**config.mk**
```make
export PLATFORM = sky130hd
export DESIGN_NAME = tamper_monitor
export DESIGN_NICKNAME = d
export VERILOG_FILES = /design/src/rtl/tamper_pkg.sv /design/src/rtl/tamper_rst_sync.sv /design/src/rtl/tamper_sync.sv /design/src/rtl/tamper_flags.sv /design/src/rtl/tamper_regs.sv /design/src/rtl/tamper_monitor.sv
export SDC_FILE = /design/constraint.sdc
export NUM_CORES = 1
export LEC_CHECK = 0
export ABC_AREA = 1
export CORE_AREA = 2 2 89 48
export DETAILED_ROUTE_END_ITERATION = 7
export DIE_AREA = 0 0 91 50
export DONT_BUFFER_PORTS = 1
export GPL_TIMING_DRIVEN = 0
export PLACE_DENSITY = 0.69
export SLEW_MARGIN = 40
export SYNTH_ARGS = -nofsm -noshare
export SYNTH_HDL_FRONTEND = slang
export SYNTH_SLANG_ARGS = --single-unit
```
**constraint.sdc**
```tcl
create_clock -name clk_i -period 3.2 [get_ports clk_i]
set_input_delay 0.16 -clock clk_i [delete_from_list [all_inputs] [get_ports clk_i]]
set_output_delay 0.16 -clock clk_i [all_outputs]
set_load 0.02 [all_outputs]
```
**src/rtl/tamper_pkg.sv**
```systemverilog
package tamper_pkg;
  localparam int ADDR_W  = 2;
  localparam int NUM_SRC = 2;
  localparam int SRC_PIN = 0;
  localparam int SRC_BAT = 1;
  localparam int CTL_DET = 0;
  localparam int CTL_IRQ = 1;

  typedef enum logic [ADDR_W-1:0] {
    ADR_STATUS = 2'd0,
    ADR_CTRL   = 2'd1,
    ADR_STAMP  = 2'd2,
    ADR_NONE   = 2'd3
  } reg_addr_e;
endpackage

```
**src/rtl/tamper_rst_sync.sv**
```systemverilog
module tamper_rst_sync #(
  parameter int STAGES = 2
) (
  input  logic clk_i,
  input  logic rst_n_i,
  output logic rst_n_o
);
  logic [STAGES-1:0] chain_q;
  logic [STAGES-1:0] chain_d;

  always_comb chain_d = {chain_q[STAGES-2:0], 1'b1};

  always_ff @(posedge clk_i or negedge rst_n_i) begin
    if (!rst_n_i) chain_q <= '0;
    else          chain_q <= chain_d;
  end

  assign rst_n_o = chain_q[STAGES-1];
endmodule

```
**src/rtl/tamper_sync.sv**
```systemverilog
module tamper_sync #(
  parameter int STAGES = 2
) (
  input  logic clk_i,
  input  logic rst_n_i,
  input  logic async_i,
  output logic sync_o
);
  logic [STAGES-1:0] stage_q;

  genvar g;
  generate
    for (g = 0; g < STAGES; g++) begin : g_stage
      if (g == 0) begin : g_first
        always_ff @(posedge clk_i or negedge rst_n_i) begin
          if (!rst_n_i) stage_q[g] <= 1'b0;
          else          stage_q[g] <= async_i;
        end
      end else begin : g_next
        always_ff @(posedge clk_i or negedge rst_n_i) begin
          if (!rst_n_i) stage_q[g] <= 1'b0;
          else          stage_q[g] <= stage_q[g-1];
        end
      end
    end
  endgenerate

  assign sync_o = stage_q[STAGES-1];
endmodule

```
**src/rtl/tamper_flags.sv**
```systemverilog
module tamper_flags
  import tamper_pkg::*;
#(
  parameter int TS_W = 32
) (
  input  logic               clk_i,
  input  logic               rst_n_i,
  input  logic [NUM_SRC-1:0] evt_i,
  input  logic [NUM_SRC-1:0] clr_i,
  input  logic [TS_W-1:0]    time_i,
  output logic [NUM_SRC-1:0] flag_o,
  output logic [TS_W-1:0]    stamp_o
);
  logic [NUM_SRC-1:0] flag_q, flag_d;
  logic [TS_W-1:0]    stamp_q;
  logic               stamp_en;

  // a new event outranks a software clear of the same bit
  always_comb begin
    flag_d   = (flag_q & ~clr_i) | evt_i;
    stamp_en = |evt_i;
  end

  always_ff @(posedge clk_i or negedge rst_n_i) begin
    if (!rst_n_i) flag_q <= '0;
    else          flag_q <= flag_d;
  end

  always_ff @(posedge clk_i or negedge rst_n_i) begin
    if (!rst_n_i)      stamp_q <= '0;
    else if (stamp_en) stamp_q <= time_i;
  end

  assign flag_o  = flag_q;
  assign stamp_o = stamp_q;
endmodule

```
**src/rtl/tamper_regs.sv**
```systemverilog
module tamper_regs
  import tamper_pkg::*;
#(
  parameter int DATA_W = 32,
  parameter int TS_W   = 32
) (
  input  logic               clk_i,
  input  logic               rst_n_i,
  input  logic               we_i,
  input  logic [ADDR_W-1:0]  addr_i,
  input  logic [DATA_W-1:0]  wdata_i,
  input  logic [NUM_SRC-1:0] flag_i,
  input  logic [TS_W-1:0]    stamp_i,
  output logic               det_en_o,
  output logic               irq_en_o,
  output logic [NUM_SRC-1:0] clr_o,
  output logic [DATA_W-1:0]  rdata_o
);
  logic [1:0] ctrl_q, ctrl_d;
  logic       ctrl_we;
  reg_addr_e  sel;
  logic       unused_wdata;

  assign unused_wdata = ^wdata_i;

  always_comb begin
    sel     = reg_addr_e'(addr_i);
    ctrl_we = we_i && (sel == ADR_CTRL);
    ctrl_d  = ctrl_we ? wdata_i[1:0] : ctrl_q;
    clr_o   = (we_i && (sel == ADR_STATUS)) ? wdata_i[NUM_SRC-1:0] : '0;
  end

  always_ff @(posedge clk_i or negedge rst_n_i) begin
    if (!rst_n_i) ctrl_q <= 2'b11;
    else          ctrl_q <= ctrl_d;
  end

  always_comb begin
    rdata_o = '0;
    case (sel)
      ADR_STATUS: rdata_o[NUM_SRC-1:0] = flag_i;
      ADR_CTRL:   rdata_o[1:0]         = ctrl_q;
      ADR_STAMP:  rdata_o[TS_W-1:0]    = stamp_i;
      default:    rdata_o              = '0;
    endcase
  end

  assign det_en_o = ctrl_q[CTL_DET];
  assign irq_en_o = ctrl_q[CTL_IRQ];
endmodule

```
**src/rtl/tamper_monitor.sv**
```systemverilog
module tamper_monitor
  import tamper_pkg::*;
#(
  parameter int DATA_W    = 32,
  parameter int TS_W      = 32,
  parameter int SYNC_STGS = 2
) (
  input  logic              clk_i,
  input  logic              rst_n_i,
  input  logic              tamper_pin_i,
  input  logic              batt_lost_i,
  input  logic              cal_done_i,
  input  logic [TS_W-1:0]   time_i,
  input  logic              reg_we_i,
  input  logic [1:0]        reg_addr_i,
  input  logic [DATA_W-1:0] reg_wdata_i,
  output logic [DATA_W-1:0] reg_rdata_o,
  output logic              irq_o
);
  logic               rst_q_n;
  logic               pin_sync, pin_prev_q, batt_prev_q;
  logic               armed_q, armed_d;
  logic               det_en, irq_en, detect_on;
  logic [NUM_SRC-1:0] evt, clr, flag_q;
  logic [TS_W-1:0]    stamp_q;

  tamper_rst_sync #(.STAGES(2)) i_rst_sync (
    .clk_i(clk_i), .rst_n_i(rst_n_i), .rst_n_o(rst_q_n)
  );

  tamper_sync #(.STAGES(SYNC_STGS)) i_pin_sync (
    .clk_i(clk_i), .rst_n_i(rst_q_n), .async_i(tamper_pin_i), .sync_o(pin_sync)
  );

  always_comb begin
    armed_d        = armed_q | cal_done_i;
    detect_on      = armed_q & det_en;
    evt[SRC_PIN]   = detect_on & pin_sync & ~pin_prev_q;
    evt[SRC_BAT]   = detect_on & batt_lost_i & ~batt_prev_q;
  end

  always_ff @(posedge clk_i or negedge rst_q_n) begin
    if (!rst_q_n) begin
      armed_q     <= 1'b0;
      pin_prev_q  <= 1'b0;
      batt_prev_q <= 1'b0;
    end else begin
      armed_q     <= armed_d;
      pin_prev_q  <= pin_sync;
      batt_prev_q <= batt_lost_i;
    end
  end

  tamper_flags #(.TS_W(TS_W)) i_flags (
    .clk_i(clk_i), .rst_n_i(rst_q_n), .evt_i(evt), .clr_i(clr),
    .time_i(time_i), .flag_o(flag_q), .stamp_o(stamp_q)
  );

  tamper_regs #(.DATA_W(DATA_W), .TS_W(TS_W)) i_regs (
    .clk_i(clk_i), .rst_n_i(rst_q_n), .we_i(reg_we_i), .addr_i(reg_addr_i),
    .wdata_i(reg_wdata_i), .flag_i(flag_q), .stamp_i(stamp_q),
    .det_en_o(det_en), .irq_en_o(irq_en), .clr_o(clr), .rdata_o(reg_rdata_o)
  );

  assign irq_o = irq_en & (|flag_q);
endmodule

```
==> impl_metrics.py, run 1 <==
metrics = {
    "setup_path": {
        "crit_path_frequent_cell": "sky130_fd_sc_hd__nand2_1",
        "worstSetupStartpoint": "i_regs.ctrl_q[0]$_DFFE_PN1P_",
        "path_class": "register to register",
        "crit_path_max_fanout": 10,
        "critical_path.endpoint": "i_flags.stamp_o[7]$_DFFE_PN0P_",
        "kind_of_end_point_of_the_critical_path": "register",
        "regToRegEndpoint": "i_flags.stamp_o[7]$_DFFE_PN0P_",
        "worst-endpoint-arrival_ps": 1500,
        "ff2ff_setup_slack_ps": 1890,
        "r2r-start": "i_regs.ctrl_q[0]$_DFFE_PN1P_",
        "highest_cell_delay_on_the_worst_timing_path_ps": 550,
        "timing.critical_path.required_ps": 3390,
        "timing.reg2reg.worst_path_depth": 6,
        "timing.critical_path.cells": "nand2_1 -> inv_2 -> nand2_4 -> buf_2 -> nand3_1 -> nand2_1",
        "crit_path_start_kind": "register",
        "slowest_stage": "sky130_fd_sc_hd__dfstp_2",
    },
    "floorplanning": {
        "design.portCount": 105,
        "dieHeight_um": 50,
        "core.rowCount": 16,
        "core_sq_mm": 0.00376,
        "chipWidth_um": 91,
        "floorplan.initialDensity_pct": 53.2,
        "floorplan.die_area_sq_mm": 0.00455,
    },
    "detailed_routing": {
        "final_wirelength_mm": 4.44,
        "num_vias": 1614,
        "first_iter_violations": 35,
        "antenna_violating_nets_post_route": 0,
        "drt_pre_antenna_iters": 4,
        "route.detailed.vias_per_inst": 4.68,
        "route.detailed.drc": 0,
        "drt-wirelength-per-cell_um": 12.9,
    },
    "pwr": {
        "cell_internal_pwr_mw": 1.03,
        "pwr_density_cell_mw_per_mm2": 606,
        "static_leakage_power_nw": 1.32,
        "power_switching_share_pct": 33.1,
        "portion_of_total_power_attributed_to_the_clock_network_pct": 23.5,
        "pwr-share-seq_pct": 50.6,
        "vdd_drop_max_mv": 0.366,
        "p_comb_share_pct": 25.8,
        "power.net_switching_mw": 0.508,
    },
    "cells_and_area": {
        "finalInstanceArea_sq_mm": 0.00253,
        "layout.nets": 362,
        "utilization_pct": 67.3,
        "antennaDiodeCount": 0,
        "drive_gt1_share_pct": 13.1,
        "syn_to_final_growth_pct": 26.5,
    },
    "logic_synthesis": {
        "synth-async-reset-ratio_pct": 100,
        "ys_seq_elements": 43,
        "yosys.area.top_type": "sky130_fd_sc_hd__dfrtp_1",
        "ys_seq_area_share_pct": 53.9,
        "synth.lib_cells_used.distinct": 17,
        "synth_most_common_cell": "sky130_fd_sc_hd__nand2_1",
        "synthFlopType": "sky130_fd_sc_hd__dfrtp_1",
        "ys_warn_count": 0,
        "synth.top_cells.by_area": "sky130_fd_sc_hd__dfrtp_1, sky130_fd_sc_hd__nand2_1, sky130_fd_sc_hd__nand3_1",
        "yosys-top-cells-count": "sky130_fd_sc_hd__nand2_1, sky130_fd_sc_hd__dfrtp_1, sky130_fd_sc_hd__nand3_1, sky130_fd_sc_hd__inv_1, sky130_fd_sc_hd__nor2_1",
        "synthDominantCellAreaShare_pct": 51.3,
        "number_of_flops_mapped_to_enable_cells_by_yosys": 0,
        "syn_nets": 319,
        "syn_area_sq_mm": 0.00200,
        "synth_cells": 247,
        "avgSynthCellArea_sq_um": 8.10,
    },
    "clock_network": {
        "post_cts_resize_count": 0,
        "ctsHtreeMaxLevel": 2,
        "cts.sinks": 43,
        "cts.clk_slew.worst_paths_ps": 90,
        "clock_tree.buffer_depth": 2,
        "tritoncts_clock_tree": "yes",
        "root_buffer": "sky130_fd_sc_hd__clkbuf_8",
        "clock_latency_at_the_later_pin_of_the_worst_skew_pair_ps": 290,
        "numCtsBuffers": 5,
    },
    "timing": {
        "transition_time_at_the_pin_with_the_least_slew_margin_ps": 513,
        "hold_viol": 0,
        "maxSlewViolCount": 0,
        "finalClockSkew_ps": 9.37,
        "fin_tns_setup_ps": 0,
        "rsz0062_at_grt": "no",
        "max_freq_mhz": 762,
        "fin_crit_sh_pct": 41.0,
        "finalCriticalPeriod_ps": 1310,
        "setup_viol_count_final": 0,
        "timing.max_slew.rel_slack_pct": 65.8,
    },
    "place": {
        "place_area_sq_mm": 0.00207,
        "placement.io_buffers": 0,
        "hpwl_mm": 2.85,
        "gp_congestion": 0.703,
    },
    "global_routing": {
        "track_usage_pct": 21.5,
        "grt_util_met3_pct": 7.34,
        "initial_antenna_violation_count": 0,
        "grt_start_max_net_pins": 42,
        "globalRoute.busiestLayer": "met2",
        "grt_use_met1_pct": 29.6,
        "gr-usage-met2_pct": 33.1,
        "grt_first_pass_wirelength_mm": 7.61,
        "first_global_vias": 1598,
        "global_route.overflow_total": 0,
    },
    "run": {
        "max_cap_violations": 0,
    },
    "hold_path": {
        "min-delay-path-class": "primary input to register",
        "min_path_cells": 2,
    },
    "status": {
        "status": "finished, final reports clean",
    },
}
[critical path, delay by kind of cell, from the launching register on]
kind | cells | cell delay [ps]
flops | 1 | 550
simple gates | 4 | 350
buf+inv | 2 | 310
[layer usage]
| layer | vias to the layer above | share of wire [%] |
|---|---|---|
| li1 | 823 | - |
| met1 | 732 | 49 |
| met2 | 57 | 43 |
| met3 | 2 | 8.0 |
| met4 | 0 | 0.38 |
| met5 | - | 0 |
[placed cells by master (no fill, tap or decap), drive strengths merged]
cell         count
nand2           77
dfrtp           41
nand3           37
inv             37
dlygate4sd3     36
nor2            34
buf             12
clkbuf           6
o21ai            4
dfstp            2
or2              1
o21a             1
clkinvlp         1
clkinv           1
conb             1
[power by group through the flow]
stage / clock network, mW / registers, mW / logic (mW)
2_1_floorplan: 0 / 0.765 / 0.312
3_3_place_gp: 0 / 0.784 / 0.350
3_5_place_dp: 0 / 0.785 / 0.358
4_1_cts: 0.369 / 0.777 / 0.396
5_1_grt: 0.398 / 0.801 / 0.452
6_report: 0.361 / 0.776 / 0.396
[sequential cells by signal, summed over array words and instances, names as in the netlist]
signal	cells
pin_prev_q	1
armed_q	1
i_pin_sync.stage_q	1
i_flags.stamp_o	32
batt_prev_q	1
i_rst_sync.chain_q	2
i_regs.ctrl_q	2
i_flags.flag_o	2
i_pin_sync.sync_o	1
[how the worst min path moves through the flow]
stage	from	to	slack [ps]
after floorplan	rst_n_i	i_rst_sync.chain_q[0]$_DFF_PN0_	-140
after global placement	rst_n_i	i_rst_sync.chain_q[0]$_DFF_PN0_	-140
after detailed placement	rst_n_i	i_rst_sync.chain_q[0]$_DFF_PN0_	-140
after CTS	reg_wdata_i[1]	i_regs.ctrl_q[1]$_DFFE_PN1P_	7
after global routing	reg_wdata_i[0]	i_regs.ctrl_q[0]$_DFFE_PN1P_	10
final	reg_wdata_i[0]	i_regs.ctrl_q[0]$_DFFE_PN1P_	10
[through the flow]
step / total power, mW / instances / hold WS, ps / setup WS [ps]
finish: 1.53 / 345 / 14.3 / 1890
global route: 1.65 / 345 / 14.6 / 1810
CTS: 1.54 / 345 / 6.78 / 1900
detailed placement: 1.14 / 301 / -135 / 1920
global placement: 1.13 / 301 / -135 / 1450
floorplan: 1.08 / 247 / -136 / 1920
[area by class of cell]
| type | instances | area [sq um] |
|---|---|---|
| Tap cell | 54 | 67.6 |
| Buffer | 12 | 87.6 |
| Clock buffer | 6 | 82.6 |
| Multi-Input combinational cell | 155 | 696 |
| Sequential cell | 43 | 1080 |
| Inverter | 37 | 139 |
| Clock inverter | 2 | 16.3 |
| Timing Repair Buffer | 36 | 360 |
| Fill cell | 329 | 1230 |
[what timing repair did]
item                      CTS  global route
setup buffers               0             0
hold endpoints to repair   37             0
hold buffers               36             0
[cells by family after synthesis]
kind of cell / share of synthesized area [%]
AND/OR/NAND/NOR: 33.2
flip-flops: 53.9
AO/OA/AOI/OAI: 1.38
other: 0.187
buffers and inverters: 11.3
No activity file was read; power rests on OpenSTA's default activity.
==> inputs of run 2 (changes only) <==
==> constraint.sdc (replaced) <==
create_clock -name clk_i -period 1.3 [get_ports clk_i]
set_input_delay 0.065 -clock clk_i [delete_from_list [all_inputs] [get_ports clk_i]]
set_output_delay 0.065 -clock clk_i [all_outputs]
set_load 0.02 [all_outputs]
==> run 2 against run 1 <==
Sequential power is 150% higher. Die area is the same. Worst hold slack improved by 28 ps. First-iteration DRC count up 26%.
==> impl_metrics.py, run 2 (synthesis results as in run 1) <==
metrics = {
    "status": {
        "status": "finished, final reports clean",
    },
    "global_routing": {
        "initial_antenna_violation_count": 0,
        "global_route.overflow_total": 0,
        "grt_start_max_net_pins": 42,
        "first_global_vias": 1653,
        "track_usage_pct": 21.6,
        "grt_first_pass_wirelength_mm": 7.69,
    },
    "place": {
        "gp_congestion": 0.703,
        "hpwl_mm": 2.85,
        "pre_cts_ws_ps": 15.4,
        "placement.io_buffers": 0,
    },
    "cells_and_area": {
        "most-common-layout-cells": "sky130_fd_sc_hd__nand2_1, sky130_fd_sc_hd__dlygate4sd3_1, sky130_fd_sc_hd__dfrtp_1, sky130_fd_sc_hd__inv_1, sky130_fd_sc_hd__nand3_1",
        "drive_gt1_share_pct": 16.4,
        "layout.cells.most_common": "sky130_fd_sc_hd__nand2_1",
        "syn_to_final_growth_pct": 38.5,
        "antennaDiodeCount": 0,
        "layout.nets": 375,
        "largest_register_ff_count": 32,
    },
    "floorplanning": {
        "core.rowCount": 16,
        "floorplan.initialDensity_pct": 53.2,
        "design.portCount": 105,
        "floorplan.die_area_sq_mm": 0.00455,
        "dieHeight_um": 50,
        "chipWidth_um": 91,
        "core_sq_mm": 0.00376,
    },
    "timing": {
        "fin_crit_sh_pct": 96.1,
        "timing.max_slew.rel_slack_pct": 65.5,
        "maxSlewViolCount": 0,
        "rsz0062_at_grt": "no",
        "max_freq_mhz": 800,
        "fin_tns_setup_ps": 0,
        "finalClockSkew_ps": 9.94,
        "fin_ws_ps": 50.5,
        "hold_viol": 0,
        "setup_viol_count_final": 0,
        "finalCriticalPeriod_ps": 1250,
        "transition_time_at_the_pin_with_the_least_slew_margin_ps": 517,
    },
    "setup_path": {
        "ff2ff_setup_slack_ps": 50,
        "timing.critical_path.required_ps": 1530,
        "timing.reg2reg.worst_path_depth": 7,
        "crit_path_start_kind": "register",
        "path_class": "register to register",
        "r2r-start": "i_regs.ctrl_q[0]$_DFFE_PN1P_",
        "worstSetupStartpoint": "i_regs.ctrl_q[0]$_DFFE_PN1P_",
        "worst-endpoint-arrival_ps": 1480,
        "kind_of_end_point_of_the_critical_path": "register",
        "crit_path_max_fanout": 8,
        "regToRegEndpoint": "i_flags.stamp_o[8]$_DFFE_PN0P_",
    },
    "pwr": {
        "power.net_switching_mw": 1.30,
        "static_leakage_power_nw": 1.41,
        "portion_of_total_power_attributed_to_the_clock_network_pct": 22.6,
        "p_comb_share_pct": 28.4,
        "pwr-share-seq_pct": 48.9,
        "total_power_mw": 3.91,
        "power_switching_share_pct": 33.1,
        "vdd_drop_max_mv": 0.912,
        "pwr_density_cell_mw_per_mm2": 1410,
        "cell_internal_pwr_mw": 2.62,
    },
    "hold_path": {
        "min_path_cells": 3,
        "hold_path.startpoint": "reg_addr_i[1]",
        "worstHoldEndpoint": "i_regs.ctrl_q[0]$_DFFE_PN1P_",
        "min-delay-path-class": "primary input to register",
    },
    "clock_network": {
        "clock_latency_at_the_later_pin_of_the_worst_skew_pair_ps": 290,
        "ctsHtreeMaxLevel": 2,
        "numCtsBuffers": 5,
        "cts.sinks": 43,
        "cts.clk_slew.worst_paths_ps": 90,
        "tritoncts_clock_tree": "yes",
        "root_buffer": "sky130_fd_sc_hd__clkbuf_8",
        "clock_tree.buffer_depth": 2,
    },
    "detailed_routing": {
        "route.detailed.drc": 0,
        "antenna_violating_nets_post_route": 0,
        "drt-wirelength-per-cell_um": 13.6,
        "num_vias": 1711,
        "route.detailed.vias_per_inst": 4.78,
        "drt_pre_antenna_iters": 4,
        "first_iter_violations": 44,
        "final_wirelength_mm": 4.87,
    },
    "run": {
        "max_cap_violations": 0,
    },
}
run 2: changes by cell type in the layout (fill, tap and decap cells not counted), moves of 2 or more:
| cell | before | now |
|---|---|---|
| sky130_fd_sc_hd__nand2_8 | 1 | 3 |
| sky130_fd_sc_hd__dlygate4sd3_1 | 36 | 41 |
| sky130_fd_sc_hd__nor2_2 | 0 | 2 |
| sky130_fd_sc_hd__nor2_1 | 34 | 32 |
| sky130_fd_sc_hd__clkbuf_16 | 0 | 3 |
| sky130_fd_sc_hd__buf_6 | 2 | 5 |
| sky130_fd_sc_hd__buf_2 | 9 | 3 |
| sky130_fd_sc_hd__buf_8 | 0 | 2 |
| sky130_fd_sc_hd__buf_4 | 0 | 6 |
| sky130_fd_sc_hd__nand2_4 | 2 | 0 |
run 2: worst max path at each step:
stage | endpoint | slack (ps) | cells after the start
floorplan | armed_q$_DFF_PN0_ | 20 | 0
global placement | i_flags.stamp_o[13]$_DFFE_PN0P_ | -450 | 0
detailed placement | i_flags.stamp_o[6]$_DFFE_PN0P_ | 20 | 6
CTS | i_flags.stamp_o[22]$_DFFE_PN0P_ | 2 | 6
global route | i_flags.stamp_o[23]$_DFFE_PN0P_ | 10 | 7
finish | i_flags.stamp_o[8]$_DFFE_PN0P_ | 50 | 7
run 2: worst max-delay path, cell delays in order, from the launching register on:
cell and delay (ps):
sky130_fd_sc_hd__dfstp_2 540, sky130_fd_sc_hd__nand2_2 60, sky130_fd_sc_hd__clkinv_4 90, sky130_fd_sc_hd__nand2_8 80
sky130_fd_sc_hd__nand2_8 150, sky130_fd_sc_hd__clkbuf_16 160, sky130_fd_sc_hd__nand2_1 50, sky130_fd_sc_hd__nand2_1 60
run 2: per-layer routing:
metal	wire, um	part of all wire (%)	vias up	global-route usage [%]
li1	-	-	848	-
met5	0	0	-	0
met2	2170	45	57	34.3
met1	2380	49	804	28.9
met4	14	0.29	0	5.30
met3	307	6.3	2	7.34
run 2: area by class of cell:
cell class | instances | area [sq um]
clock buffer | 6 | 82.6
tap | 54 | 67.6
timing repair buffer | 49 | 523
fill | 304 | 993
buffer | 12 | 129
inverter | 37 | 144
clock inverter | 2 | 16.3
multi-input combinational | 155 | 726
sequential | 43 | 1080
run 2: power groups by stage:
stage	registers, mW	clock network [mW]	logic [mW]
floorplan	1.88	0	0.767
detailed placement	1.93	0	0.881
finish	1.91	0.886	1.11
global route	1.97	0.984	1.25
CTS	1.91	0.909	0.989
global placement	1.93	0	0.862
run 2: per-stage QoR:
stage / util [%] / hold WS (ps) / instance area (sq um) / std cells
finish: 73.6 / 42.4 / 2770 / 358
global route: 73.6 / 63.0 / 2770 / 358
CTS: 68.7 / 35.3 / 2580 / 350
detailed placement: 55.1 / -230 / 2070 / 301
global placement: 55.0 / -230 / 2070 / 301
floorplan: - / -231 / 2000 / 247
run 2: what timing repair did:
item | in CTS | in global routing
buffers inserted | 0 | 5
cloned | 0 | 3
hold buffers | 41 | 0
pin swaps | 0 | 1
setup endpoints to repair | 1 | 30
hold endpoints to repair | 41 | 0
gates resized for setup | 1 | 25
==> inputs of run 3 (changes only) <==
--- a/config.mk
+++ b/config.mk
@@ -6,12 +6,12 @@
 export NUM_CORES = 1
 export LEC_CHECK = 0
 export ABC_AREA = 1
-export CORE_AREA = 2 2 89 48
+export ABC_CLOCK_PERIOD_IN_PS = 1300
+export CORE_AREA = 2 2 130 69
 export DETAILED_ROUTE_END_ITERATION = 7
-export DIE_AREA = 0 0 91 50
+export DIE_AREA = 0 0 132 71
 export DONT_BUFFER_PORTS = 1
 export GPL_TIMING_DRIVEN = 0
-export PLACE_DENSITY = 0.69
 export SLEW_MARGIN = 40
 export SYNTH_ARGS = -nofsm -noshare
 export SYNTH_HDL_FRONTEND = slang
==> run 3 against run 2 <==
Final cell count up 17%. Critical path depth unchanged. Register-to-register slack lost 50 ps. First-iteration DRC count grew 34%. Sequential power barely moved. Count of clock-buffer cells in the layout rose by 2. Clock skew fell by 7.0 ps. Largest cell class unchanged. Largest power group unchanged.
==> impl_metrics.py, run 3 (synthesis results as in run 1) <==
metrics = {
    "status": {
        "status": "finished, final reports clean",
    },
    "timing": {
        "finalCriticalPeriod_ps": 1300,
        "fin_worst_hold_slack_ps": 1.50,
        "hold_viol": 0,
        "maxSlewViolCount": 0,
        "transition_time_at_the_pin_with_the_least_slew_margin_ps": 542,
        "rsz0062_at_grt": "yes",
        "fin_crit_sh_pct": 99.9,
        "max_freq_mhz": 770,
        "setup_viol_count_final": 0,
        "finalClockSkew_ps": 2.95,
        "fin_tns_setup_ps": 0,
        "timing.max_slew.rel_slack_pct": 63.9,
    },
    "setup_path": {
        "kind_of_end_point_of_the_critical_path": "register",
        "worstSetupStartpoint": "i_regs.ctrl_q[0]$_DFFE_PN1P_",
        "crit_path_max_fanout": 7,
        "r2r-start": "i_regs.ctrl_q[0]$_DFFE_PN1P_",
        "timing.critical_path.required_ps": 1510,
        "path_class": "register to register",
        "crit_path_start_kind": "register",
        "worst-endpoint-arrival_ps": 1510,
        "ff2ff_setup_slack_ps": 1,
        "timing.reg2reg.worst_path_depth": 7,
        "regToRegEndpoint": "i_flags.stamp_o[25]$_DFFE_PN0P_",
    },
    "floorplanning": {
        "core_sq_mm": 0.00832,
        "floorplan.initialDensity_pct": 24.1,
        "chipWidth_um": 132,
        "design.portCount": 105,
        "floorplan.die_area_sq_mm": 0.00937,
        "dieHeight_um": 71,
        "core.rowCount": 24,
    },
    "global_routing": {
        "track_usage_pct": 11.8,
        "grt_first_pass_wirelength_mm": 8.52,
        "global_route.overflow_total": 0,
        "gr-usage-met2_pct": 18.8,
        "initial_antenna_violation_count": 0,
        "grt_use_met1_pct": 15.9,
        "first_global_vias": 1723,
        "grt_util_met3_pct": 4.16,
        "grt_start_max_net_pins": 42,
        "globalRoute.busiestLayer": "met2",
    },
    "clock_network": {
        "cts.sinks": 43,
        "cts.clk_slew.worst_paths_ps": 60,
        "ctsHtreeMaxLevel": 2,
        "tritoncts_clock_tree": "yes",
        "clock_latency_at_the_later_pin_of_the_worst_skew_pair_ps": 280,
        "clock_tree.buffer_depth": 2,
        "root_buffer": "sky130_fd_sc_hd__clkbuf_16",
        "numCtsBuffers": 5,
    },
    "cells_and_area": {
        "largest_register_ff_count": 32,
        "drive_gt1_share_pct": 15.6,
        "non_filler_instance_count_after_layout": 418,
        "antennaDiodeCount": 0,
        "syn_to_final_growth_pct": 43.9,
        "most-common-layout-cells": "sky130_fd_sc_hd__nand2_1, sky130_fd_sc_hd__dfrtp_1, sky130_fd_sc_hd__dlygate4sd3_1, sky130_fd_sc_hd__nand3_1, sky130_fd_sc_hd__inv_1",
        "layout.nets": 372,
        "layout.cells.most_common": "sky130_fd_sc_hd__nand2_1",
    },
    "detailed_routing": {
        "route.detailed.vias_per_inst": 4.13,
        "final_wirelength_mm": 5.67,
        "first_iter_violations": 59,
        "route.detailed.drc": 0,
        "antenna_violating_nets_post_route": 0,
        "drt-wirelength-per-cell_um": 13.6,
        "drt_pre_antenna_iters": 4,
        "num_vias": 1725,
    },
    "pwr": {
        "vdd_drop_max_mv": 0.463,
        "static_leakage_power_nw": 1.42,
        "pwr_density_cell_mw_per_mm2": 1510,
        "total_power_mw": 4.35,
    },
    "hold_path": {
        "worstHoldEndpoint": "i_regs.ctrl_q[1]$_DFFE_PN1P_",
        "min-delay-path-class": "primary input to register",
        "min_path_cells": 2,
        "hold_path.startpoint": "reg_we_i",
    },
    "place": {
        "dpl.cell_count": 364,
        "hpwl_mm": 3.64,
        "gp_congestion": 0.755,
        "placement.io_buffers": 0,
    },
    "run": {
        "max_cap_violations": 0,
    },
}
==> run 3: worst max-delay path by stage <==
stage | endpoint | slack (ps) | depth (start not counted)
floorplan | armed_q$_DFF_PN0_ | 20 | 0
global placement | i_flags.stamp_o[19]$_DFFE_PN0P_ | -540 | 0
detailed placement | i_flags.stamp_o[16]$_DFFE_PN0P_ | -60 | 6
CTS | i_flags.stamp_o[16]$_DFFE_PN0P_ | 1 | 6
global route | i_flags.stamp_o[25]$_DFFE_PN0P_ | -50 | 7
finish | i_flags.stamp_o[25]$_DFFE_PN0P_ | 1 | 7
==> run 3: metrics by stage <==
step	worst slack, ps	utilization (%)	area, sq um
after floorplan	18.3	-	2000
after global placement	-536	25.8	2150
after detailed placement	-65.0	25.9	2150
after CTS	1.39	33.0	2750
after global routing	-53.4	34.6	2880
final	1.12	34.6	2880
==> run 3: timing repair <==
action | CTS | global route
buffers inserted | 3 | 1
gates resized for setup | 10 | 11
setup endpoints to repair | 29 | 31
pin swaps | 3 | 1
gates cloned | 0 | 3
hold buffers | 39 | 0
endpoints found under the hold margin | 41 | 0
==> run 3: layout make-up <==
| cell class | count | area [sq um] |
|---|---|---|
| inverter | 37 | 144 |
| sequential | 43 | 1080 |
| timing repair buffer | 46 | 495 |
| buffer | 12 | 129 |
| multi-input combinational | 155 | 726 |
| clock buffer | 8 | 156 |
| fill | 864 | 5440 |
| tap | 117 | 146 |
==> run 3: worst max-delay path: stages (launching register included) <==
cell	delay, ps
sky130_fd_sc_hd__dfstp_2	570
sky130_fd_sc_hd__nand2_4	60
sky130_fd_sc_hd__clkinv_4	80
sky130_fd_sc_hd__nand2_8	80
sky130_fd_sc_hd__nand2_8	150
sky130_fd_sc_hd__clkbuf_16	160
sky130_fd_sc_hd__nand2_1	50
sky130_fd_sc_hd__nand2_1	70
==> run 3: power by group <==
part	switching [mW]	internal, mW	total, mW
Clock	0.485	0.818	1.30
Combinational	0.641	0.471	1.11
Sequential	0.230	1.70	1.93
Total	1.36	2.99	4.35
==> run 3: layer usage <==
metal / routed length (um) / up-vias
li1: - / 846
met1: 2940 / 814
met2: 2380 / 61
met3: 332 / 4
met4: 14 / 0
met5: 0 / -
